==> config.mk <==
export PLATFORM = sky130hd
export DESIGN_NAME = hib_wake_seq
export DESIGN_NICKNAME = d
export VERILOG_FILES = /design/src/rtl/hib_wake_seq.sv
export SDC_FILE = /design/constraint.sdc
export NUM_CORES = 1
export LEC_CHECK = 0
export ABC_AREA = 1
export BUFFER_PORTS_ARGS = -buffer_cell sky130_fd_sc_hd__buf_2
export CORE_UTILIZATION = 45
export CTS_CLUSTER_DIAMETER = 40
export DETAILED_ROUTE_END_ITERATION = 8
export PLACE_DENSITY_LB_ADDON = 0.12
export SLEW_MARGIN = 15
export SYNTH_ARGS = -nofsm -noshare
export SYNTH_HDL_FRONTEND = slang
export SYNTH_SLANG_ARGS = --single-unit
==> constraint.sdc <==
create_clock -name clk -period 3.46 [get_ports clk]
set_input_delay 0.692 -clock clk [delete_from_list [all_inputs] [get_ports clk]]
set_output_delay 0.692 -clock clk [all_outputs]
set_load 0.03 [all_outputs]
==> src/rtl/hib_wake_seq.sv <==
module hib_wake_seq #(
  parameter int DW      = 32,
  parameter int FILT_LO = 5,
  parameter int FILT_HI = 15,
  parameter int RCNT_LO = 5,
  parameter int RCNT_HI = 11,
  parameter int CW      = 16
) (
  input  logic          clk,
  input  logic          rst_n,
  input  logic          wr_en,
  input  logic [1:0]    wr_addr,
  input  logic [DW-1:0] wr_data,
  output logic          wr_rdy,
  input  logic [1:0]    rd_addr,
  output logic [DW-1:0] rd_data,
  input  logic          wake_n,
  output logic          pwr_en,
  output logic          rst_out_n
);
  localparam int FW = FILT_HI - FILT_LO + 1;
  localparam int RW = RCNT_HI - RCNT_LO + 1;

  typedef enum logic [1:0] {S_RUN, S_HIB, S_FILT, S_RST} st_t;

  st_t           st;
  logic [FW-1:0] filt_q;
  logic [RW-1:0] rcnt_q;
  logic [CW-1:0] cnt;
  logic          busy, s1, s2;

  wire           wr_ok  = wr_en & ~busy;
  wire           hib_go = wr_ok && wr_addr == 2'd0 && wr_data[0];
  wire           act    = ~s2;
  wire [CW-1:0]  filt_t = CW'({filt_q, {FILT_LO{1'b0}}});
  wire [CW-1:0]  rcnt_t = CW'({rcnt_q, {RCNT_LO{1'b0}}});
  wire           r_zero = (rcnt_q == '0);

  assign wr_rdy    = ~busy;
  assign pwr_en    = (st == S_RUN) || (st == S_RST);
  assign rst_out_n = (st != S_RST);

  always_comb begin
    case (rd_addr)
      2'd0:    rd_data = DW'(st != S_RUN);
      2'd1:    rd_data = DW'(filt_t);
      2'd2:    rd_data = DW'(rcnt_t);
      default: rd_data = '0;
    endcase
  end

  always_ff @(posedge clk or negedge rst_n) begin
    if (!rst_n) begin
      st     <= S_RUN;
      cnt    <= '0;
      filt_q <= '0;
      rcnt_q <= '0;
      busy   <= 1'b0;
      s1     <= 1'b1;
      s2     <= 1'b1;
    end else begin
      s1   <= wake_n;
      s2   <= s1;
      busy <= wr_ok;
      if (wr_ok && wr_addr == 2'd1) filt_q <= wr_data[FILT_HI:FILT_LO];
      if (wr_ok && wr_addr == 2'd2) rcnt_q <= wr_data[RCNT_HI:RCNT_LO];
      case (st)
        S_RUN: begin
          cnt <= '0;
          if (hib_go) st <= S_HIB;
        end
        S_HIB: begin
          if (act) begin
            if (filt_t == '0) begin
              cnt <= '0;
              st  <= r_zero ? S_RUN : S_RST;
            end else begin
              cnt <= CW'(1);
              st  <= S_FILT;
            end
          end
        end
        S_FILT: begin
          if (!act) begin
            cnt <= '0;
            st  <= S_HIB;
          end else if (cnt >= filt_t) begin
            cnt <= '0;
            st  <= r_zero ? S_RUN : S_RST;
          end else begin
            cnt <= cnt + 1'b1;
          end
        end
        default: begin
          if (cnt + 1'b1 >= rcnt_t) begin
            cnt <= '0;
            st  <= S_RUN;
          end else begin
            cnt <= cnt + 1'b1;
          end
        end
      endcase
    end
  end

  a_r2_power_drop: assert property (@(posedge clk) disable iff (!rst_n)
    $fell(pwr_en) |-> $past(hib_go));
  a_r6_stay_off: assert property (@(posedge clk) disable iff (!rst_n)
    (!pwr_en && s2) |=> !pwr_en);
  a_r5_wake_needs_pin: assert property (@(posedge clk) disable iff (!rst_n)
    $rose(pwr_en) |-> $past(act));
  a_r8_pulse_from_off: assert property (@(posedge clk) disable iff (!rst_n)
    $fell(rst_out_n) |-> $past(!pwr_en));
  a_r10_gate_closes: assert property (@(posedge clk) disable iff (!rst_n)
    (wr_en && wr_rdy) |=> !wr_rdy);
endmodule

==> impl_results.html, run 1 <==
<table>
<tr><th>Metric</th><th>Value</th></tr>
<tr><th colspan="2">Outcome</th></tr>
<tr><td>Status</td><td>finished clean</td></tr>
<tr><th colspan="2">Cells and area</th></tr>
<tr><td>Utilization after layout</td><td>around half</td></tr>
<tr><td>Number of nets in the final layout</td><td>500</td></tr>
<tr><td>Signed area change from the synthesized netlist to the final layout</td><td>8.259%</td></tr>
<tr><td>Fill cells</td><td>roughly 640</td></tr>
<tr><td>Share of final-layout standard cells stronger than drive strength 1</td><td>14.91%</td></tr>
<tr><td>Antenna Diode Count</td><td>0</td></tr>
<tr><td>Summed area of non-filler cells in the final layout</td><td>around 3200 sq um</td></tr>
<tr><th colspan="2">Pwr</th></tr>
<tr><td>Worst IR Drop VDD</td><td>0.2734 mV</td></tr>
<tr><td>PnR Total Power</td><td>between 1000 and 1500 uW</td></tr>
<tr><td>Switching portion of total power</td><td>a little over two fifths</td></tr>
<tr><td>Static power due to leakage</td><td>about 0.0017 uW</td></tr>
<tr><td>Portion of total power attributed to the clock network</td><td>between 20% and 30%</td></tr>
<tr><td>Combinational power share</td><td>roughly 40%</td></tr>
<tr><td>Sequential share of power</td><td>around two fifths</td></tr>
<tr><td>Power density over cell area</td><td>around 470 nW/um^2</td></tr>
<tr><td>Total internal power</td><td>~840 uW</td></tr>
<tr><td>Net Switching</td><td>roughly 640 uW</td></tr>
<tr><th colspan="2">Floorplan</th></tr>
<tr><td>Std-Cell Core Area</td><td>6314 sq um</td></tr>
<tr><td>I/O Pins</td><td>between 70 and 80</td></tr>
<tr><td>Cell Rows</td><td>29</td></tr>
<tr><td>Die outline width</td><td>between 80 and 90 microns</td></tr>
<tr><td>Initial core utilization</td><td>between 40% and 50%</td></tr>
<tr><td>DIE HEIGHT</td><td>82.61 microns</td></tr>
<tr><td>Die ar.</td><td>6824 sq um</td></tr>
<tr><th colspan="2">Drt</th></tr>
<tr><td>Residual DRC count</td><td>0</td></tr>
<tr><td>Starting DRC count in detailed routing</td><td>approximately 140</td></tr>
<tr><td>WL/cell</td><td>13.04 microns</td></tr>
<tr><td>Number of vias per cell</td><td>around 5.0</td></tr>
<tr><td>TritonRoute pass-1 iters</td><td>4</td></tr>
<tr><td>Remaining number of nets flagged by the antenna check after routing</td><td>0</td></tr>
<tr><td>Routed Wire Length</td><td>roughly 6.7 mm</td></tr>
<tr><td>Via total after detailed routing</td><td>approximately 2500</td></tr>
<tr><th colspan="2">Timing</th></tr>
<tr><td>Slew of the pin with the lowest slew margin</td><td>0.9341 ns</td></tr>
<tr><td>Final setup vio count</td><td>0</td></tr>
<tr><td>Clock Skew</td><td>about 0.0089 ns</td></tr>
<tr><td>Setup_tns</td><td>0 ns</td></tr>
<tr><td>Achievable clock frequency</td><td>372.9 MHz</td></tr>
<tr><td>Slew margin rel.</td><td>37.73%</td></tr>
<tr><td>RSZ-0062 raised after global routing</td><td>no</td></tr>
<tr><td>Final hold violation count</td><td>0</td></tr>
<tr><td>Final worst path period share</td><td>around 78%</td></tr>
<tr><td>Number of slew-limit violations in the final report</td><td>0</td></tr>
<tr><td>Shortest period the worst path allows</td><td>2.682 ns</td></tr>
<tr><th colspan="2">Synthesis</th></tr>
<tr><td>Yosys top cell by area</td><td>dfrtp_1</td></tr>
<tr><td>Sequential fraction of the synthesis area</td><td>~33%</td></tr>
<tr><td>Unique masters post-synth</td><td>30</td></tr>
<tr><td>Synth warnings</td><td>0</td></tr>
<tr><td>Number of flops mapped to enable cells by yosys</td><td>0</td></tr>
<tr><td>Top FF cell, synth</td><td>dfrtp_1</td></tr>
<tr><td>Cells after synthesis</td><td>between 400 and 500</td></tr>
<tr><td>Area of the mapped netlist</td><td>2924 sq um</td></tr>
<tr><td>Top cells by instance count after synthesis</td><td>nand2_1 (98), inv_1 (57), dfrtp_1 (37), nor2_1 (33)</td></tr>
<tr><td>Top cells by area in the synthesized netlist</td><td>dfrtp_1 (32%), nand2_1 (13%), ha_1 (11%), inv_1 (7.3%), buf_4 (5.1%)</td></tr>
<tr><td>Synth top area share</td><td>31.66%</td></tr>
<tr><td>Average size of a mapped cell</td><td>7.274 sq um</td></tr>
<tr><td>Fraction of synthesis flops using an asynchronous set or reset pin</td><td>100.0%</td></tr>
<tr><td>Most used standard cell by instance count after synthesis</td><td>nand2_1</td></tr>
<tr><td>Flops &amp; latches, synth</td><td>39</td></tr>
<tr><th colspan="2">Global route</th></tr>
<tr><td>Total global-route track usage</td><td>22.17%</td></tr>
<tr><td>Initial antenna violation count</td><td>0</td></tr>
<tr><td>Wire length of the first global-routing pass</td><td>around 11 mm</td></tr>
<tr><td>Largest net degree at the start of global routing</td><td>40</td></tr>
<tr><td>Number of global-route vias before repair</td><td>approximately 2300</td></tr>
<tr><td>Congestion Overflow GR</td><td>0</td></tr>
<tr><th colspan="2">Setup path</th></tr>
<tr><td>Startpoint type of the worst setup path</td><td>flop</td></tr>
<tr><td>Critical path class</td><td>reg2reg</td></tr>
<tr><td>Worst path cell trace</td><td>ha_1 -&gt; nand2_2 -&gt; inv_2 -&gt; nand3_2 -&gt; nor2_4 -&gt; nand2_1 -&gt; xnor2_1 -&gt; ha_1 -&gt; nand2_1 -&gt; nor2_1 -&gt; nand2_1 -&gt; nand2_2 -&gt; nor2_4 -&gt; nand2_2 -&gt; nand2_4 -&gt; nand4_1 -&gt; nand2_1</td></tr>
<tr><td>Slowest-stage cell, CP</td><td>dfrtp_1</td></tr>
<tr><td>Critical path arrival</td><td>slightly below 3 ns</td></tr>
<tr><td>Most frequent cell on the critical path</td><td>nand2_1</td></tr>
<tr><td>Critical Path Fanout Max</td><td>14</td></tr>
<tr><td>Worst Setup End Kind</td><td>flop</td></tr>
<tr><td>Maximum cell stage delay along the critical path</td><td>0.43 ns</td></tr>
<tr><td>CP required</td><td>approximately 3.7 ns</td></tr>
<tr><th colspan="2">Min path</th></tr>
<tr><td>Type of the most critical hold path</td><td>reg2reg</td></tr>
<tr><th colspan="2">Clock tree</th></tr>
<tr><td>Clock edge transition at the registers on the reported setup and hold paths</td><td>~0.080 ns</td></tr>
<tr><td>Clock tree from TritonCTS</td><td>done</td></tr>
<tr><td>Maximum number of buffers from clock root to sink</td><td>2</td></tr>
<tr><td>Root Buffer Master</td><td>clkbuf_8</td></tr>
<tr><td>Number of buffers inserted by hold repair at cts</td><td>0</td></tr>
<tr><td>Clock sink count</td><td>39</td></tr>
<tr><td>Number of buffers inserted by post-CTS setup repair</td><td>0</td></tr>
<tr><td>Number of resized instances in the post-cts repair step</td><td>0</td></tr>
<tr><td>Num CTS Buffers</td><td>5</td></tr>
<tr><td>Worst-skew pair later-pin latency</td><td>~0.30 ns</td></tr>
<tr><td>H-tree levels</td><td>2</td></tr>
<tr><th colspan="2">Placed design</th></tr>
<tr><td>Final HPWL DP</td><td>5.088 mm</td></tr>
<tr><td>Placed instance area</td><td>3080 sq um</td></tr>
<tr><td>Final RePlAce weighted congestion</td><td>between 0.8 and 0.9</td></tr>
<tr><td>Quantity of I/O buffers inserted on ports</td><td>34</td></tr>
<tr><th colspan="2">Run</th></tr>
<tr><td>Number of max-cap violations</td><td>0</td></tr>
</table>
[per-layer routing]
layer | vias up | global-route usage [%] | share of wire, %
li1 | 1315 | - | -
met1 | 1140 | 31.53 | 49
met2 | 77 | 33.72 | 45
met3 | 9 | 4.725 | 5.1
met4 | 0 | 6.207 | 1.6
met5 | - | 0 | 0
[per-stage QoR]
stage	hold WS, ns	worst slack [ns]	std cells
after floorplan	0.3452	1.082	421
after global placement	0.3482	0.8580	505
after detailed placement	0.3507	0.8027	505
after CTS	0.3625	0.7728	513
after global routing	0.3647	0.4740	513
final	0.3603	0.7780	513
[worst max-delay path, delay by kind of cell, from the launching register on]
kind / cells / cell delay, ns
xor gates and xnor gates: 1 / 0.26
adders and majority gates: 2 / 0.53
buffers and inverters: 1 / 0.07
DFF: 1 / 0.43
and+or+nand+nor: 13 / 1.33
[final timing paths]
path	slack [ns]	cells after the start	startpoint	end
min in group asynchronous	0.54	1	rst_n	cnt[9]
max reg2reg	0.78	17	cnt[0]	cnt[9]
min reg2reg	0.36	0	s1	s2
max in group asynchronous	2.35	1	rst_n	cnt[1]
max	0.78	17	cnt[0]	cnt[9]
min	0.36	0	s1	s2
[logic make-up (layout without fill, tap and decap cells)]
family / after synthesis / count (layout) / synth area share [%]
compound gates: 42 / 42 / 7.617
xor+xnor: 7 / 7 / 2.097
fa+ha+maj: 25 / 25 / 10.70
buf+inv: 88 / 103 / 14.16
flops: 39 / 39 / 33.46
other cells: 1 / 20 / 0.1282
simple gates: 200 / 200 / 31.84
[final cells by class]
cell class,instances,area [sq um],area share (%)
multi-input cells,294,1603,50.63
flip-flops and latches,39,978.4,30.91
inverters,60,225.2,7.115
repair buffers,35,177.7,5.613
well taps,77,96.34,3.043
clock buffers,6,72.57,2.292
clock inverters,2,12.51,0.3953
[power by group through the flow]
| stage | sequential [uW] | combinational (uW) | clock (uW) |
|---|---|---|---|
| after global routing | 577 | 684 | 342 |
| after floorplan | 564 | 464 | 0 |
| after detailed placement | 576 | 598 | 0 |
| final | 568 | 597 | 312 |
| after global placement | 574 | 588 | 0 |
| after CTS | 568 | 601 | 318 |
[sequential cells by signal, indices dropped and copies added (netlist names)]
register,count
st,2
filt_q,11
cnt,16
s1,1
rcnt_q,7
s2,1
busy,1
[layout by cell type, fill, tap and decap left out, types with 10 or more instances in the layout]
master | synthesis | final
ha_1 | 25 | 25
buf_2 | 1 | 34
nand2_1 | 98 | 98
inv_1 | 57 | 57
nor2_1 | 33 | 33
o21ai_0 | 21 | 21
a21oi_1 | 10 | 10
nand4_1 | 18 | 18
dfrtp_1 | 37 | 37
nand3_1 | 25 | 25
conb_1 | 1 | 20
No activity file was read; power rests on OpenSTA's default activity.
==> inputs of run 2 (changes only) <==
- clock period: 3.46 -> 2.2 ns (I/O delays scaled with it)
==> run 2 against run 1 <==
Against the previous run:
- the flow now finishes with violations (negative setup slack)
- clock skew grew 0.00060 ns
- routed wire length grew 3.3%
- sequential cell count is the same
- clock power grew 74%
- first-iteration DRC count grew 1.5%
- count of clock-buffer cells in the layout grew 2
- largest cell class unchanged
==> impl_results.html, run 2 (synthesis results as in run 1) <==
<table>
<tr><th>Metric</th><th>Value</th></tr>
<tr><th colspan="2">Timing</th></tr>
<tr><td>Worst setup slack after layout</td><td>-0.2360 ns (was 0.7780 ns)</td></tr>
<tr><td>Final hold violation count</td><td>0 (unchanged)</td></tr>
<tr><td>Achievable clock frequency</td><td>410.5 MHz (was 372.9 MHz)</td></tr>
<tr><td>Setup_tns</td><td>-3.420 ns (was 0 ns)</td></tr>
<tr><td>RSZ-0062 raised after global routing</td><td>yes (was no)</td></tr>
<tr><td>Final worst path period share</td><td>110.7% (was 77.52%)</td></tr>
<tr><td>Slew margin rel.</td><td>57.78% (was 37.73%)</td></tr>
<tr><td>Shortest period the worst path allows</td><td>2.436 ns (was 2.682 ns)</td></tr>
<tr><td>Clock Skew</td><td>0.009459 ns (was 0.008860 ns)</td></tr>
<tr><td>Number of slew-limit violations in the final report</td><td>0 (unchanged)</td></tr>
<tr><td>Final setup vio count</td><td>17 (was 0)</td></tr>
<tr><td>Slew of the pin with the lowest slew margin</td><td>0.6318 ns (was 0.9341 ns)</td></tr>
<tr><td>Minimum hold slack</td><td>0.2050 ns (was 0.3603 ns)</td></tr>
<tr><th colspan="2">Drt</th></tr>
<tr><td>Starting DRC count in detailed routing</td><td>139 (was 137)</td></tr>
<tr><td>Residual DRC count</td><td>0 (unchanged)</td></tr>
<tr><td>Routed Wire Length</td><td>6.912 mm (was 6.690 mm)</td></tr>
<tr><td>Via total after detailed routing</td><td>2634 (was 2541)</td></tr>
<tr><td>TritonRoute pass-1 iters</td><td>5 (was 4)</td></tr>
<tr><td>Remaining number of nets flagged by the antenna check after routing</td><td>0 (unchanged)</td></tr>
<tr><td>WL/cell</td><td>12.68 microns (was 13.04 microns)</td></tr>
<tr><td>Number of vias per cell</td><td>4.833 (was 4.953)</td></tr>
<tr><th colspan="2">Outcome</th></tr>
<tr><td>Violated checks</td><td>negative setup slack</td></tr>
<tr><td>Status</td><td>finished with violations (was finished clean)</td></tr>
<tr><th colspan="2">Setup path</th></tr>
<tr><td>Worst R2R Setup Slack</td><td>-0.24 ns (was 0.78 ns)</td></tr>
<tr><td>Critical path arrival</td><td>2.65 ns (was 2.92 ns)</td></tr>
<tr><td>Startpoint type of the worst setup path</td><td>flop (unchanged)</td></tr>
<tr><td>CP required</td><td>2.41 ns (was 3.69 ns)</td></tr>
<tr><td>Critical path class</td><td>reg2reg (unchanged)</td></tr>
<tr><td>Critical Path Fanout Max</td><td>14 (unchanged)</td></tr>
<tr><td>Maximum cell stage delay along the critical path</td><td>0.37 ns (was 0.43 ns)</td></tr>
<tr><td>Total buffers and inverters traversed by the critical path</td><td>2 (was 1)</td></tr>
<tr><td>Worst path cell trace</td><td>buf_4 -&gt; nand3_1 -&gt; inv_2 -&gt; nand2_2 -&gt; nor2_4 -&gt; xor2_1 -&gt; ha_1 -&gt; a21oi_1 -&gt; o21ai_2 -&gt; nor2_4 -&gt; nand2_2 -&gt; nand2_8 -&gt; nand3_1 -&gt; o21ai_0 (was ha_1 -&gt; nand2_2 -&gt; inv_2 -&gt; nand3_2 -&gt; nor2_4 -&gt; nand2_1 -&gt; xnor2_1 -&gt; ha_1 -&gt; nand2_1 -&gt; nor2_1 -&gt; nand2_1 -&gt; nand2_2 -&gt; nor2_4 -&gt; nand2_2 -&gt; nand2_4 -&gt; nand4_1 -&gt; nand2_1)</td></tr>
<tr><td>Slowest-stage cell, CP</td><td>dfrtp_1 (unchanged)</td></tr>
<tr><td>Top delay family on crit path</td><td>simple AND/OR/NAND/NOR gates (unchanged)</td></tr>
<tr><td>Worst Setup End Kind</td><td>flop (unchanged)</td></tr>
<tr><th colspan="2">Cells and area</th></tr>
<tr><td>Antenna Diode Count</td><td>0 (unchanged)</td></tr>
<tr><td>Most frequent standard cell in the layout excluding fill and tap cells</td><td>nand2_1 (unchanged)</td></tr>
<tr><td>Utilization after layout</td><td>55.17% (was 50.14%)</td></tr>
<tr><td>Largest registers</td><td>cnt x16, filt_q x11, rcnt_q x7 (unchanged)</td></tr>
<tr><td>Share of final-layout standard cells stronger than drive strength 1</td><td>22.22% (was 14.91%)</td></tr>
<tr><td>Filler-free cell count of the finished design</td><td>545 (was 513)</td></tr>
<tr><td>Most flops, register</td><td>cnt (unchanged)</td></tr>
<tr><td>Number of nets in the final layout</td><td>532 (was 500)</td></tr>
<tr><td>Commonest cells after routing, fill and taps aside</td><td>nand2_1 (97), inv_1 (57), dfrtp_1 (37) (was nand2_1 (98), inv_1 (57), dfrtp_1 (37))</td></tr>
<tr><td>Flip-flop count of the largest register after layout</td><td>16 (unchanged)</td></tr>
<tr><td>Signed area change from the synthesized netlist to the final layout</td><td>19.13% (was 8.259%)</td></tr>
<tr><th colspan="2">Global route</th></tr>
<tr><td>Largest net degree at the start of global routing</td><td>40 (unchanged)</td></tr>
<tr><td>Number of global-route vias before repair</td><td>2551 (was 2299)</td></tr>
<tr><td>Initial antenna violation count</td><td>0 (unchanged)</td></tr>
<tr><td>Wire length of the first global-routing pass</td><td>11.60 mm (was 11.23 mm)</td></tr>
<tr><td>Total global-route track usage</td><td>22.55% (was 22.17%)</td></tr>
<tr><td>Congestion Overflow GR</td><td>0 (unchanged)</td></tr>
<tr><th colspan="2">Clock tree</th></tr>
<tr><td>Root Buffer Master</td><td>clkbuf_8 (unchanged)</td></tr>
<tr><td>Number of buffers inserted by hold repair at cts</td><td>0 (unchanged)</td></tr>
<tr><td>Maximum number of buffers from clock root to sink</td><td>2 (unchanged)</td></tr>
<tr><td>Num CTS Buffers</td><td>5 (unchanged)</td></tr>
<tr><td>Clock tree from TritonCTS</td><td>done (unchanged)</td></tr>
<tr><td>Clock edge transition at the registers on the reported setup and hold paths</td><td>0.08 ns (about the same)</td></tr>
<tr><td>H-tree levels</td><td>2 (unchanged)</td></tr>
<tr><td>Worst-skew pair later-pin latency</td><td>0.29 ns (was 0.30 ns)</td></tr>
<tr><td>Clock sink count</td><td>39 (unchanged)</td></tr>
<tr><th colspan="2">Floorplan</th></tr>
<tr><td>Cell Rows</td><td>29 (unchanged)</td></tr>
<tr><td>I/O Pins</td><td>75 (unchanged)</td></tr>
<tr><td>Die ar.</td><td>6824 sq um (unchanged)</td></tr>
<tr><td>Initial core utilization</td><td>46.31% (unchanged)</td></tr>
<tr><td>DIE HEIGHT</td><td>82.61 microns (unchanged)</td></tr>
<tr><td>Die outline width</td><td>82.61 microns (unchanged)</td></tr>
<tr><td>Std-Cell Core Area</td><td>6314 sq um (unchanged)</td></tr>
<tr><th colspan="2">Pwr</th></tr>
<tr><td>Worst IR Drop VDD</td><td>0.5407 mV (was 0.2734 mV)</td></tr>
<tr><td>Static power due to leakage</td><td>0.001910 uW (was 0.001733 uW)</td></tr>
<tr><td>Power density over cell area</td><td>706.1 nW/um^2 (was 466.6 nW/um^2)</td></tr>
<tr><th colspan="2">Placed design</th></tr>
<tr><td>Final RePlAce weighted congestion</td><td>0.7844 (was 0.8451)</td></tr>
<tr><td>Final HPWL DP</td><td>5.378 mm (was 5.088 mm)</td></tr>
<tr><td>Placed insts</td><td>535 (was 505)</td></tr>
<tr><td>Quantity of I/O buffers inserted on ports</td><td>34 (unchanged)</td></tr>
<tr><th colspan="2">Run</th></tr>
<tr><td>Number of max-cap violations</td><td>0 (unchanged)</td></tr>
<tr><th colspan="2">Min path</th></tr>
<tr><td>Type of the most critical hold path</td><td>in2async (was reg2reg)</td></tr>
</table>
run 2: what timing repair did:
item / 4_1_cts / 5_1_grt
buffers inserted: 2 / 0
gates resized for setup: 6 / 1
endpoints found under the setup margin: 17 / 17
pin swaps: 3 / 1
run 2: worst paths after layout:
check                           startpoint  cells after the start  endpoint
max in group asynchronous            rst_n                      2        s1
worst min register to register          s1                      0        s2
worst min-delay path                 rst_n                      2   cnt[14]
worst max-delay path                cnt[1]                     14    cnt[2]
min in group clk                    wake_n                      1        s1
worst max register to register      cnt[1]                     14    cnt[2]
run 2: cell type report:
class	instances	area, sq um
fill	622	2830
multi-input combinational	294	1653
sequential	39	978.4
timing repair buffer	67	430.4
inverter	60	225.2
clock buffer	8	100.1
tap	77	96.34
run 2: routing by layer:
layer | global-route usage [%] | vias up | part of all wire [%]
li1 | - | 1378 | -
met1 | 30.90 | 1194 | 49
met2 | 37.19 | 54 | 46
met3 | 2.637 | 8 | 2.9
met4 | 6.552 | 0 | 1.6
met5 | 0 | - | 0
run 2: through the flow:
step | setup WS (ns) | area [sq um] | power (uW)
2_1_floorplan | -0.04757 | 3005 | 1620
3_3_place_gp | -0.1869 | 3328 | 1899
3_5_place_dp | -0.2518 | 3328 | 1918
4_1_cts | -0.2271 | 3476 | 2478
5_1_grt | -0.4346 | 3483 | 2652
6_report | -0.2360 | 3483 | 2460
run 2: power breakdown:
group | total [uW] | internal [uW] | switching (uW)
combinational | 1030 | 339 | 694
sequential | 883 | 817 | 65.1
clock | 544 | 287 | 257
==> inputs of run 3 (changes only) <==
- SETUP_SLACK_MARGIN: not set -> 0.3
==> run 3 against run 2 <==
Against the previous run:
- the run still ends with negative setup slack left
- final cell count up 0.37%
- sequential share of layout area down 0.59 points
- count of clock-buffer cells in the layout down 2
- sequential cell count unchanged
- power up 4.5%
- non-clock buffer count up 1
- clock power up 13%
- first-iteration DRC count up 21%
- clock skew about the same
- core utilization up 1.3 points
- design area up 2.4%
- critical endpoint unchanged
- largest cell class unchanged
==> impl_results.html, run 3 (synthesis results as in run 1) <==
<table>
<tr><th>Metric</th><th>Value</th></tr>
<tr><th colspan="2">Timing</th></tr>
<tr><td>RSZ-0062 raised after global routing</td><td>yes (unchanged)</td></tr>
<tr><td>Final setup vio count</td><td>17 (unchanged)</td></tr>
<tr><td>Final worst path period share</td><td>110.4% (was 110.7%)</td></tr>
<tr><td>Final hold violation count</td><td>0 (unchanged)</td></tr>
<tr><td>Achievable clock frequency</td><td>411.7 MHz (was 410.5 MHz)</td></tr>
<tr><td>Number of slew-limit violations in the final report</td><td>0 (unchanged)</td></tr>
<tr><td>Slew of the pin with the lowest slew margin</td><td>0.6556 ns (was 0.6318 ns)</td></tr>
<tr><td>Clock Skew</td><td>0.009586 ns (was 0.009459 ns)</td></tr>
<tr><td>Shortest period the worst path allows</td><td>2.429 ns (was 2.436 ns)</td></tr>
<tr><td>Worst setup slack after layout</td><td>-0.2288 ns (was -0.2360 ns)</td></tr>
<tr><td>Slew margin rel.</td><td>56.19% (was 57.78%)</td></tr>
<tr><th colspan="2">Global route</th></tr>
<tr><td>Largest net degree at the start of global routing</td><td>40 (unchanged)</td></tr>
<tr><td>Total global-route track usage</td><td>23.90% (was 22.55%)</td></tr>
<tr><td>Number of global-route vias before repair</td><td>2600 (was 2551)</td></tr>
<tr><td>Congestion Overflow GR</td><td>0 (unchanged)</td></tr>
<tr><td>Wire length of the first global-routing pass</td><td>12.16 mm (was 11.60 mm)</td></tr>
<tr><td>Initial antenna violation count</td><td>0 (unchanged)</td></tr>
<tr><th colspan="2">Clock tree</th></tr>
<tr><td>Worst-skew pair later-pin latency</td><td>0.30 ns (was 0.29 ns)</td></tr>
<tr><td>Clock sink count</td><td>39 (unchanged)</td></tr>
<tr><td>Num CTS Buffers</td><td>5 (unchanged)</td></tr>
<tr><td>Maximum number of buffers from clock root to sink</td><td>2 (unchanged)</td></tr>
<tr><td>Root Buffer Master</td><td>clkbuf_8 (unchanged)</td></tr>
<tr><td>Clock edge transition at the registers on the reported setup and hold paths</td><td>0.08 ns (about the same)</td></tr>
<tr><td>H-tree levels</td><td>2 (unchanged)</td></tr>
<tr><td>Clock tree from TritonCTS</td><td>done (unchanged)</td></tr>
<tr><th colspan="2">Drt</th></tr>
<tr><td>Residual DRC count</td><td>0 (unchanged)</td></tr>
<tr><td>TritonRoute pass-1 iters</td><td>4 (was 5)</td></tr>
<tr><td>WL/cell</td><td>13.54 microns (was 12.68 microns)</td></tr>
<tr><td>Remaining number of nets flagged by the antenna check after routing</td><td>0 (unchanged)</td></tr>
<tr><td>Number of vias per cell</td><td>4.876 (was 4.833)</td></tr>
<tr><td>Routed Wire Length</td><td>7.406 mm (was 6.912 mm)</td></tr>
<tr><td>Starting DRC count in detailed routing</td><td>168 (was 139)</td></tr>
<tr><td>Via total after detailed routing</td><td>2667 (was 2634)</td></tr>
<tr><th colspan="2">Floorplan</th></tr>
<tr><td>Die outline width</td><td>82.61 microns (unchanged)</td></tr>
<tr><td>Die ar.</td><td>6824 sq um (unchanged)</td></tr>
<tr><td>DIE HEIGHT</td><td>82.61 microns (unchanged)</td></tr>
<tr><td>Std-Cell Core Area</td><td>6314 sq um (unchanged)</td></tr>
<tr><td>I/O Pins</td><td>75 (unchanged)</td></tr>
<tr><td>Cell Rows</td><td>29 (unchanged)</td></tr>
<tr><td>Initial core utilization</td><td>46.31% (unchanged)</td></tr>
<tr><th colspan="2">Cells and area</th></tr>
<tr><td>Commonest cells after routing, fill and taps aside</td><td>nand2_1 (97), inv_1 (57), dfrtp_1 (35) (was nand2_1 (97), inv_1 (57), dfrtp_1 (37))</td></tr>
<tr><td>Most frequent standard cell in the layout excluding fill and tap cells</td><td>nand2_1 (unchanged)</td></tr>
<tr><td>Largest registers</td><td>cnt x16, filt_q x11, rcnt_q x7 (unchanged)</td></tr>
<tr><td>Antenna Diode Count</td><td>0 (unchanged)</td></tr>
<tr><td>Share of final-layout standard cells stronger than drive strength 1</td><td>24.04% (was 22.22%)</td></tr>
<tr><td>Signed area change from the synthesized netlist to the final layout</td><td>21.99% (was 19.13%)</td></tr>
<tr><td>Most flops, register</td><td>cnt (unchanged)</td></tr>
<tr><td>Filler-free cell count of the finished design</td><td>547 (was 545)</td></tr>
<tr><td>Flip-flop count of the largest register after layout</td><td>16 (unchanged)</td></tr>
<tr><td>Number of nets in the final layout</td><td>534 (was 532)</td></tr>
<tr><td>Fill cells</td><td>617 (was 622)</td></tr>
<tr><th colspan="2">Setup path</th></tr>
<tr><td>R2R depth</td><td>18 (was 14)</td></tr>
<tr><td>Critical path class</td><td>reg2reg (unchanged)</td></tr>
<tr><td>Launching point of the worst reg2reg path</td><td>cnt[0] (was cnt[1])</td></tr>
<tr><td>Critical Path Fanout Max</td><td>7 (was 14)</td></tr>
<tr><td>CP required</td><td>2.43 ns (was 2.41 ns)</td></tr>
<tr><td>Critical Path Source</td><td>cnt[0] (was cnt[1])</td></tr>
<tr><td>Critical path arrival</td><td>2.65 ns (about the same)</td></tr>
<tr><td>Worst Setup End Kind</td><td>flop (unchanged)</td></tr>
<tr><td>Startpoint type of the worst setup path</td><td>flop (unchanged)</td></tr>
<tr><th colspan="2">Placed design</th></tr>
<tr><td>Quantity of I/O buffers inserted on ports</td><td>34 (unchanged)</td></tr>
<tr><td>Pre-CTS setup slack</td><td>-0.2756 ns (was -0.2518 ns)</td></tr>
<tr><td>Final RePlAce weighted congestion</td><td>0.8022 (was 0.7844)</td></tr>
<tr><td>Placed insts</td><td>535 (unchanged)</td></tr>
<tr><td>Final HPWL DP</td><td>5.480 mm (was 5.378 mm)</td></tr>
<tr><th colspan="2">Pwr</th></tr>
<tr><td>Static power due to leakage</td><td>0.001921 uW (was 0.001910 uW)</td></tr>
<tr><td>Power density over cell area</td><td>720.4 nW/um^2 (was 706.1 nW/um^2)</td></tr>
<tr><td>Worst IR Drop VDD</td><td>0.5562 mV (was 0.5407 mV)</td></tr>
<tr><th colspan="2">Outcome</th></tr>
<tr><td>Status</td><td>finished with violations (unchanged)</td></tr>
<tr><td>Violated checks</td><td>negative setup slack (unchanged)</td></tr>
<tr><th colspan="2">Run</th></tr>
<tr><td>Number of max-cap violations</td><td>0 (unchanged)</td></tr>
<tr><th colspan="2">Min path</th></tr>
<tr><td>Type of the most critical hold path</td><td>in2async (unchanged)</td></tr>
</table>
==> run 3: per-layer routing <==
layer  part of all wire [%]  track usage, %  wire [microns]
met1                     47           30.97            3480
met3                    4.0           3.077             296
met2                     48           41.40            3548
met4                    1.1           6.897              80
met5                      0               0               0
==> run 3: what timing repair did <==
action                                  CTS  global route
hold buffers                              0             0
pin swaps                                 4             3
setup buffers                             1             2
gates cloned                              1             0
gates resized for setup                  14             7
endpoints found under the setup margin   17            19
==> run 3: metrics by stage <==
| stage | util [%] | instance area, sq um | setup TNS, ns | hold slack (ns) | total power [uW] |
|---|---|---|---|---|---|
| after floorplan | - | 3005 | -0.4157 | 0.1444 | 1620 |
| after CTS | 55.73 | 3518 | -3.580 | 0.1059 | 2565 |
| after global placement | 52.91 | 3341 | -3.029 | 0.3453 | 1897 |
| after global routing | 56.50 | 3567 | -6.919 | 0.1169 | 2755 |
| final | 56.50 | 3567 | -3.267 | 0.09724 | 2570 |
| after detailed placement | 52.91 | 3341 | -3.870 | 0.3507 | 1920 |
==> run 3: final cells by class <==
class / instances / area (sq um) / area share, %
sequential: 39 / 980.9 / 27.50
tap: 77 / 96.34 / 2.701
multi-input combinational: 295 / 1700 / 47.67
timing repair buffer: 68 / 452.9 / 12.70
clock buffer: 6 / 72.57 / 2.034
clock inverter: 2 / 37.54 / 1.052
inverter: 60 / 226.5 / 6.349
==> run 3: worst paths after layout <==
check | to | slack, ns
max in group asynchronous | s2 | 1.84
min | filt_q[9] | 0.1
min reg2reg | s2 | 0.36
max | cnt[2] | -0.23
max reg2reg | cnt[2] | -0.23
min in group clk | s1 | 0.23
==> run 3: worst max-delay path, stage by stage, from the launching register on <==
cell and delay (ns):
dfrtp_1 0.37, ha_2 0.19, nand2_2 0.07, inv_2 0.08, nand3_4 0.09, nor2_4 0.16, xor2_2 0.19, ha_1 0.28
nand3_1 0.10, nor2_1 0.04, nand3_1 0.07, nand2_1 0.05, nand2_1 0.06, nand2_2 0.06, nor2_4 0.14, nand2_4 0.12
nand2_8 0.11, nand3_1 0.08, o21ai_1 0.08
==> run 3: power breakdown <==
part           leakage, uW  internal (uW)  switching [uW]
Sequential        0.000496            820            70.7
Combinational      0.00137            346             716
Clock            0.0000514            339             277
